### config.mk
export PLATFORM = sky130hd
export DESIGN_NAME = intr_flag_enable
export DESIGN_NICKNAME = d
export VERILOG_FILES = /design/src/rtl/intr_flag_pkg.sv /design/src/rtl/intr_flag_bank.sv /design/src/rtl/intr_enable_bank.sv /design/src/rtl/intr_irq_out.sv /design/src/rtl/intr_flag_enable.sv
export SDC_FILE = /design/constraint.sdc
export NUM_CORES = 1
export LEC_CHECK = 0
export ABC_AREA = 1
export BUFFER_PORTS_ARGS = -buffer_cell sky130_fd_sc_hd__buf_2
export CAP_MARGIN = 5
export CORE_UTILIZATION = 35
export DETAILED_ROUTE_END_ITERATION = 12
export PLACE_DENSITY = 0.71
export SETUP_SLACK_MARGIN = 0.4
export SYNTH_ARGS = -nofsm -noshare
export SYNTH_HDL_FRONTEND = slang
export SYNTH_HIERARCHICAL = 1
export SYNTH_SLANG_ARGS = --single-unit
export TNS_END_PERCENT = 10
### constraint.sdc
create_clock -name clk -period 0.86 [get_ports clk]
set_input_delay 0.172 -clock clk [delete_from_list [all_inputs] [get_ports clk]]
set_output_delay 0.172 -clock clk [all_outputs]
set_load 0.03 [all_outputs]
### src/rtl/intr_flag_pkg.sv
package intr_flag_pkg;
    localparam int SRC_W = 7;

    localparam int BIT_EDGE_A = 0;
    localparam int BIT_EDGE_B = 1;
    localparam int BIT_SHIFT  = 2;
    localparam int BIT_EDGE_C = 3;
    localparam int BIT_EDGE_D = 4;
    localparam int BIT_TMR2   = 5;
    localparam int BIT_TMR1   = 6;

    typedef logic [SRC_W-1:0] src_vec_t;

    // sources allowed to drive the interrupt line
    localparam src_vec_t IRQ_SRC_DEFAULT =
        src_vec_t'((1 << BIT_TMR1) | (1 << BIT_TMR2) | (1 << BIT_SHIFT));

    // flags cleared by the shift-register data read
    localparam src_vec_t SHIFT_RD_GROUP =
        src_vec_t'((1 << BIT_SHIFT) | (1 << BIT_EDGE_C) | (1 << BIT_EDGE_D));
endpackage

### src/rtl/intr_flag_bank.sv
module intr_flag_bank #(
    parameter int W = 7
) (
    input  logic         clk,
    input  logic         rst_n,
    input  logic [W-1:0] set_i,
    input  logic [W-1:0] clr_i,
    output logic [W-1:0] flags_o
);
    logic [W-1:0] flags_q;

    // set has priority over every clear source
    always_ff @(posedge clk) begin
        if (!rst_n) flags_q <= '0;
        else        flags_q <= (flags_q & ~clr_i) | set_i;
    end

    assign flags_o = flags_q;

    // a pulse always lands, even against a clear
    a_r9_set_wins: assert property (@(posedge clk) disable iff (!rst_n)
        (|set_i) |=> ((flags_o & $past(set_i)) == $past(set_i)));

    // a clear without a competing set empties the bit
    a_r6_clear_takes: assert property (@(posedge clk) disable iff (!rst_n)
        (|(clr_i & ~set_i)) |=> ((flags_o & $past(clr_i & ~set_i)) == '0));

    // with no set and no clear the flags hold
    a_r9_hold: assert property (@(posedge clk) disable iff (!rst_n)
        (set_i == '0 && clr_i == '0) |=> $stable(flags_o));
endmodule

### src/rtl/intr_enable_bank.sv
module intr_enable_bank #(
    parameter int W = 7
) (
    input  logic         clk,
    input  logic         rst_n,
    input  logic         wr_i,
    input  logic         mode_set_i,
    input  logic [W-1:0] bits_i,
    output logic [W-1:0] en_o
);
    logic [W-1:0] en_q;
    logic [W-1:0] en_d;

    always_comb begin
        en_d = en_q;
        if (wr_i) begin
            if (mode_set_i) en_d = en_q | bits_i;
            else            en_d = en_q & ~bits_i;
        end
    end

    always_ff @(posedge clk) begin
        if (!rst_n) en_q <= '0;
        else        en_q <= en_d;
    end

    assign en_o = en_q;

    // set mode turns on every addressed enable
    a_r2_set_mode: assert property (@(posedge clk) disable iff (!rst_n)
        (wr_i && mode_set_i) |=> ((en_o & $past(bits_i)) == $past(bits_i)));

    // clear mode turns off every addressed enable, others untouched
    a_r3_clear_mode: assert property (@(posedge clk) disable iff (!rst_n)
        (wr_i && !mode_set_i) |=>
            ((en_o & $past(bits_i)) == '0 &&
             (en_o & ~$past(bits_i)) == ($past(en_o) & ~$past(bits_i))));

    // no write keeps enables stable
    a_r3_hold: assert property (@(posedge clk) disable iff (!rst_n)
        !wr_i |=> $stable(en_o));
endmodule

### src/rtl/intr_irq_out.sv
module intr_irq_out #(
    parameter int           W    = 7,
    parameter logic [W-1:0] MASK = '1
) (
    input  logic         clk,
    input  logic         rst_n,
    input  logic [W-1:0] flags_i,
    input  logic [W-1:0] en_i,
    output logic         irq_o
);
    logic irq_q;

    always_ff @(posedge clk) begin
        if (!rst_n) irq_q <= 1'b0;
        else        irq_q <= |(flags_i & en_i & MASK);
    end

    assign irq_o = irq_q;

    // output follows the masked pending set one clock later
    a_r10_irq_late: assert property (@(posedge clk) disable iff (!rst_n)
        1'b1 |=> (irq_o == (|($past(flags_i) & $past(en_i) & MASK))));

    // sources outside the mask never raise the line
    a_r10_mask_only: assert property (@(posedge clk) disable iff (!rst_n)
        ((flags_i & en_i & MASK) == '0) |=> !irq_o);
endmodule

### src/rtl/intr_flag_enable.sv
module intr_flag_enable
    import intr_flag_pkg::*;
#(
    parameter src_vec_t IRQ_SRC = IRQ_SRC_DEFAULT
) (
    input  logic             clk,
    input  logic             rst_n,
    input  logic             wr_en,
    input  logic             reg_sel,
    input  logic [7:0]       wdata,
    output logic [7:0]       rdata,
    input  logic [SRC_W-1:0] set_pulse,
    input  logic             shift_rd_clr,
    input  logic             t1_lo_rd_clr,
    input  logic             t2_lo_rd_clr,
    output logic             irq
);
    localparam logic SEL_FLAG = 1'b0;

    src_vec_t flags;
    src_vec_t enables;
    src_vec_t clr_vec;
    logic     wr_flag;
    logic     wr_enab;
    logic     pending_any;

    assign wr_flag = wr_en && (reg_sel == SEL_FLAG);
    assign wr_enab = wr_en && (reg_sel != SEL_FLAG);

    always_comb begin
        clr_vec = '0;
        if (wr_flag)      clr_vec = clr_vec | wdata[SRC_W-1:0];
        if (shift_rd_clr) clr_vec = clr_vec | SHIFT_RD_GROUP;
        if (t1_lo_rd_clr) clr_vec[BIT_TMR1] = 1'b1;
        if (t2_lo_rd_clr) clr_vec[BIT_TMR2] = 1'b1;
    end

    intr_flag_bank #(.W(SRC_W)) u_flags (
        .clk     (clk),
        .rst_n   (rst_n),
        .set_i   (set_pulse),
        .clr_i   (clr_vec),
        .flags_o (flags)
    );

    intr_enable_bank #(.W(SRC_W)) u_enables (
        .clk        (clk),
        .rst_n      (rst_n),
        .wr_i       (wr_enab),
        .mode_set_i (wdata[7]),
        .bits_i     (wdata[SRC_W-1:0]),
        .en_o       (enables)
    );

    intr_irq_out #(.W(SRC_W), .MASK(IRQ_SRC)) u_irq (
        .clk     (clk),
        .rst_n   (rst_n),
        .flags_i (flags),
        .en_i    (enables),
        .irq_o   (irq)
    );

    assign pending_any = |(flags & enables);

    always_comb begin
        if (reg_sel == SEL_FLAG) rdata = {pending_any, flags};
        else                     rdata = {1'b1, enables};
    end

    // enable read always shows bit 7 high
    a_r4_enable_top: assert property (@(posedge clk) disable iff (!rst_n)
        reg_sel |-> rdata[7]);

    // shift read strobe empties its group unless a pulse lands
    a_r7_shift_group: assert property (@(posedge clk) disable iff (!rst_n)
        (shift_rd_clr && ((set_pulse & SHIFT_RD_GROUP) == '0)) |=>
            ((flags & SHIFT_RD_GROUP) == '0));

    // timer 1 low read clears timer 1 flag unless re-set
    a_r8_t1_clear: assert property (@(posedge clk) disable iff (!rst_n)
        (t1_lo_rd_clr && !set_pulse[BIT_TMR1]) |=> !flags[BIT_TMR1]);

    // timer 2 low read clears timer 2 flag unless re-set
    a_r8_t2_clear: assert property (@(posedge clk) disable iff (!rst_n)
        (t2_lo_rd_clr && !set_pulse[BIT_TMR2]) |=> !flags[BIT_TMR2]);

    // state is empty in the first cycle after reset
    a_r1_reset_empty: assert property (@(posedge clk)
        !rst_n |=> (flags == '0 && enables == '0 && !irq));
endmodule

## After elaboration in Yosys (flattened, before gate mapping)

Index checks and enable logic that the tools add are counted.
W data, S select, Z words.

| word-level totals | value |
|---|---|
| bits in registers | 15 |
| bits in latches | 0 |
| memory bits (writable) | 0 |
| memory bits (read-only) | 0 |
| bits of input ports | 22 |
| memories | 0 |

| operators by class | value |
|---|---|
| $add $sub $neg | 0 |
| multipliers | 0 |
| div/mod/pow operators | 0 |
| $lt $le $gt $ge | 0 |
| eq/ne operators | 0 |
| shift operators | 0 |
| multiplexer cells | 6 |
| bitwise logic cells | 8 |
| reduce and logical (&&, ||, !) cells | 4 |

Operators by type and width:

| kind | count |
|---|---|
| $and A7 B7 Y7 | 3 |
| $mux W7 | 2 |
| $not A7 Y7 | 2 |
| $or A7 B7 Y7 | 2 |
| $mux W8 | 1 |
| $reduce_or A7 Y1 | 1 |
| $mux W5 | 1 |
| $reduce_or A3 Y1 | 1 |
| $logic_and A1 B1 Y1 | 2 |
| $mux W1 | 2 |
| $not A1 Y1 | 1 |

## Longest topological paths before layout

| depth | value |
|---|---|
| depth after elaboration | 7 |
| depth in mapped cells | 8 |

## Hierarchy

Netlist, hierarchy kept.

By module, submodules not included:

| module | times used | cells an instance | area an instance (um^2) | sequential area each (um^2) |
|---|---|---|---|---|
| intr_enable_bank | 1 | 49 | 297.8 | 140.1 |
| intr_flag_bank | 1 | 36 | 284.0 | 140.1 |
| intr_flag_enable | 1 | 56 | 247.7 | 0.0 |
| intr_irq_out | 1 | 7 | 43.8 | 20.0 |

## Least setup slack after synthesis

Ideal clock, no wire load.

| timing path | value |
|---|---|
| path type | input-to-output |
| start | in reg_sel |
| end | out rdata[5] |
| arrival time | 0.704 ns |
| data required time | 0.688 ns |
| setup slack | -0.016 ns |
| cell stages on the path | 5 |
| cells stage by stage | buf_6 inv_6 buf_8 nand2_1 nand2_1 |

| on the way | value |
|---|---|
| longest elaborated chain between the ends | 1 |

RTL lines:

| element | RTL line | RTL |
|---|---|---|
| start, declared | intr_flag_enable.sv:9 | `input logic reg_sel,` |
| $mux W8 | intr_flag_enable.sv:66 | `if (reg_sel == SEL_FLAG) rdata = {pending_any, flags};` |
| end, declared | intr_flag_enable.sv:11 | `output logic [7:0] rdata,` |

No other way between the ends.

==> results.tsv <==
metric	value	unit
coreArea	0.00228	mm2
crit_path_start_kind	flip-flop	
cp.arrival	1090	ps
yosysTopAreaCellShare	0.344	
h-tree-depth	1	
path_cells	nand2_1 -> nand2_1 -> nor2_1 -> nand2_2 -> buf_6	
grt_pass1_vias	889	
outcome	finished with violations	
clk_pin_slew	100	ps
syn-num-nets	170	
dpl-instance-area	0.00110	mm2
max_freq	790	MHz
yosysSeqAreaShare	0.344	
wl_per_cell	10.5	um
antenna_found_initial	0	
ios	31	
grt_max_degree	13	
hp-class	input pin to flip-flop	
portBuffers	30	
p_leak	0.000758	uW
cts.sinks	15	
synthAdderAreaFrac	0	
endpoint	rdata[7]	
netlist_area	873	um2
final_nets	214	
dp_slack	-194	ps
synth_most_common_cell	nand2_1	
synth_top_family_by_area	simple AND/OR/NAND/NOR gates	
clock_latency	290	ps
setup_violations	11	
ys_ff_latch	15	
yosys.area_share.simple	0.404	
end_kind	output pin	
num_rows	17	
dp_hpwl	1630	um
power.density	1260	mW/mm2
slowest_delay	350	ps
r2r_cells	6	
fin_crit	1270	ps
clock_skew	4.17	ps
fin_ws	-406	ps
die_h	52.0	um
yosys-top-cells-area	dfxtp_1 (34%), nand2_1 (30%), inv_1 (12%), nor2_1 (7.7%), a21oi_2 (7.0%)	
synth-xor-area-share	0	
async_flop_share	0	
cts_tree	built	
synth_area_leader_cell	dfxtp_1	
drive_gt1_frac	0.518	
area_delta_synth_final	52.9	%
worstReg2RegEnd	u_irq/irq_o	
drt_wl_total	2310	um
slew_violations	0	
drcViolationCount	0	
vias	980	
clk_path_buf_depth	2	
crit_path_frequent_cell	nand2_1	
viasPerCell	4.47	
avgSynthCellArea	5.90	um2
grt_pass1_wl	3810	um
path_max_fanout	3	
yosysWarnings	6	
synth_edf_count	0	
tightest_slew	232	ps
ir_drop	0.815	mV
dr.pass1.iters	4	
drv_cap	0	
rsz0062_at_grt	true	
synth.area.mux_share	0	
failed_checks	setup timing	
crit_required	690	ps
dieArea	0.00270	mm2
yosysUniqueCellTypes	12	
grt_usage	0.194	
synth-compound-area-share	0.0874	
crit_path_top_delay_cell	dfxtp_2	
gp_congestion	0.813	
drtIter0Drc	23	
cts_inserted_buffers	3	
die_width	52.0	um
ant_nets	0	
hold_viol	0	
reg2reg_slack	-50	ps
grt.overflow.total	0	
diodes	0	
design_area	0.00134	mm2
syn_inst	148	
start_util	0.384	
synth_ff_type	dfxtp_1	
finalCritPeriodShare	1.47	
max-slew-margin-rel	0.845	
clockRootBuffer	clkbuf_4	
r2r_start	u_flags/flags_o[2]	
synth_commonest_cells	nand2_1 (69), inv_1 (28), nor2_1 (18), dfxtp_1 (15), a21oi_2 (7)	
path_class	flip-flop to output pin	
-- through the flow --
step | cells | setup TNS [ps] | util | total power (uW) | hold WS [ps]
final | 219 | -2160 | 0.587 | 1680 | 103
after global routing | 219 | -2600 | 0.587 | 1770 | 87.3
after CTS | 218 | -2180 | 0.563 | 1660 | 105
after detailed placement | 210 | -2410 | 0.485 | 1160 | 424
after global placement | 210 | -1930 | 0.485 | 1150 | 421
after floorplan | 148 | 0 | - | 1020 | 270
-- worst min path at each step --
stage	start	endpoint	cells past startpoint
after floorplan	rst_n	u_irq/irq_o	2
after global placement	set_pulse[0]	u_flags/flags_o[0]	3
after detailed placement	set_pulse[4]	u_flags/flags_o[4]	3
after CTS	set_pulse[3]	u_flags/flags_o[3]	3
after global routing	set_pulse[5]	u_flags/flags_o[5]	3
final	set_pulse[5]	u_flags/flags_o[5]	3
-- report_power, final --
part	internal (uW)	switching [uW]	leakage, uW
logic	221	267	0.000611
registers	739	38.4	0.000130
clock network	173	239	0.0000177
-- timing repair --
action / CTS / global route
setup buffers: 4 / 1
setup endpoints to repair: 24 / 24
pin swaps: 18 / 13
hold buffers: 0 / 0
gates resized for setup: 49 / 17
-- layout by cell type, fill, tap and decap left out --
cell type,count
nor2_1,17
nor2_2,1
dfxtp_2,12
buf_4,6
nand2_1,45
nand3_2,1
inv_2,4
nand3_1,3
clkbuf_4,3
buf_2,20
a21oi_2,7
nand2_4,3
dfxtp_4,3
clkinv_2,1
o21bai_1,2
inv_8,1
buf_6,15
inv_1,25
nand2_2,22
-- final cells by class --
cell class                 count  area [um2]
timing repair buffer          41         314
fill                         225         941
clock inverter                 1        5.00
multi-input combinational    101         512
inverter                      30         120
clock buffer                   3        22.5
sequential                    15         327
tap                           28        35.0
-- per-layer routing --
layer / track usage / part of all wire / vias to the layer above
li1: - / - / 517
met2: 0.335 / 0.53 / 41
met3: 0.0263 / 0.044 / 4
met4: 0.0901 / 0.012 / 0
met1: 0.235 / 0.41 / 418
met5: 0 / 0 / -
-- logic make-up after synthesis --
| logic type | Yosys count |
|---|---|
| AND/OR/NAND/NOR | 92 |
| buffers and inverters | 32 |
| flip-flops | 15 |
| AO/OA/AOI/OAI | 9 |
-- worst max-delay path: cells and delay by family (launching register included) --
kind                   cells  cell delay, ps
buffers and inverters      1             140
flip-flops                 1             350
AND/OR/NAND/NOR            4             330
Power figures use the tool's default switching activity.
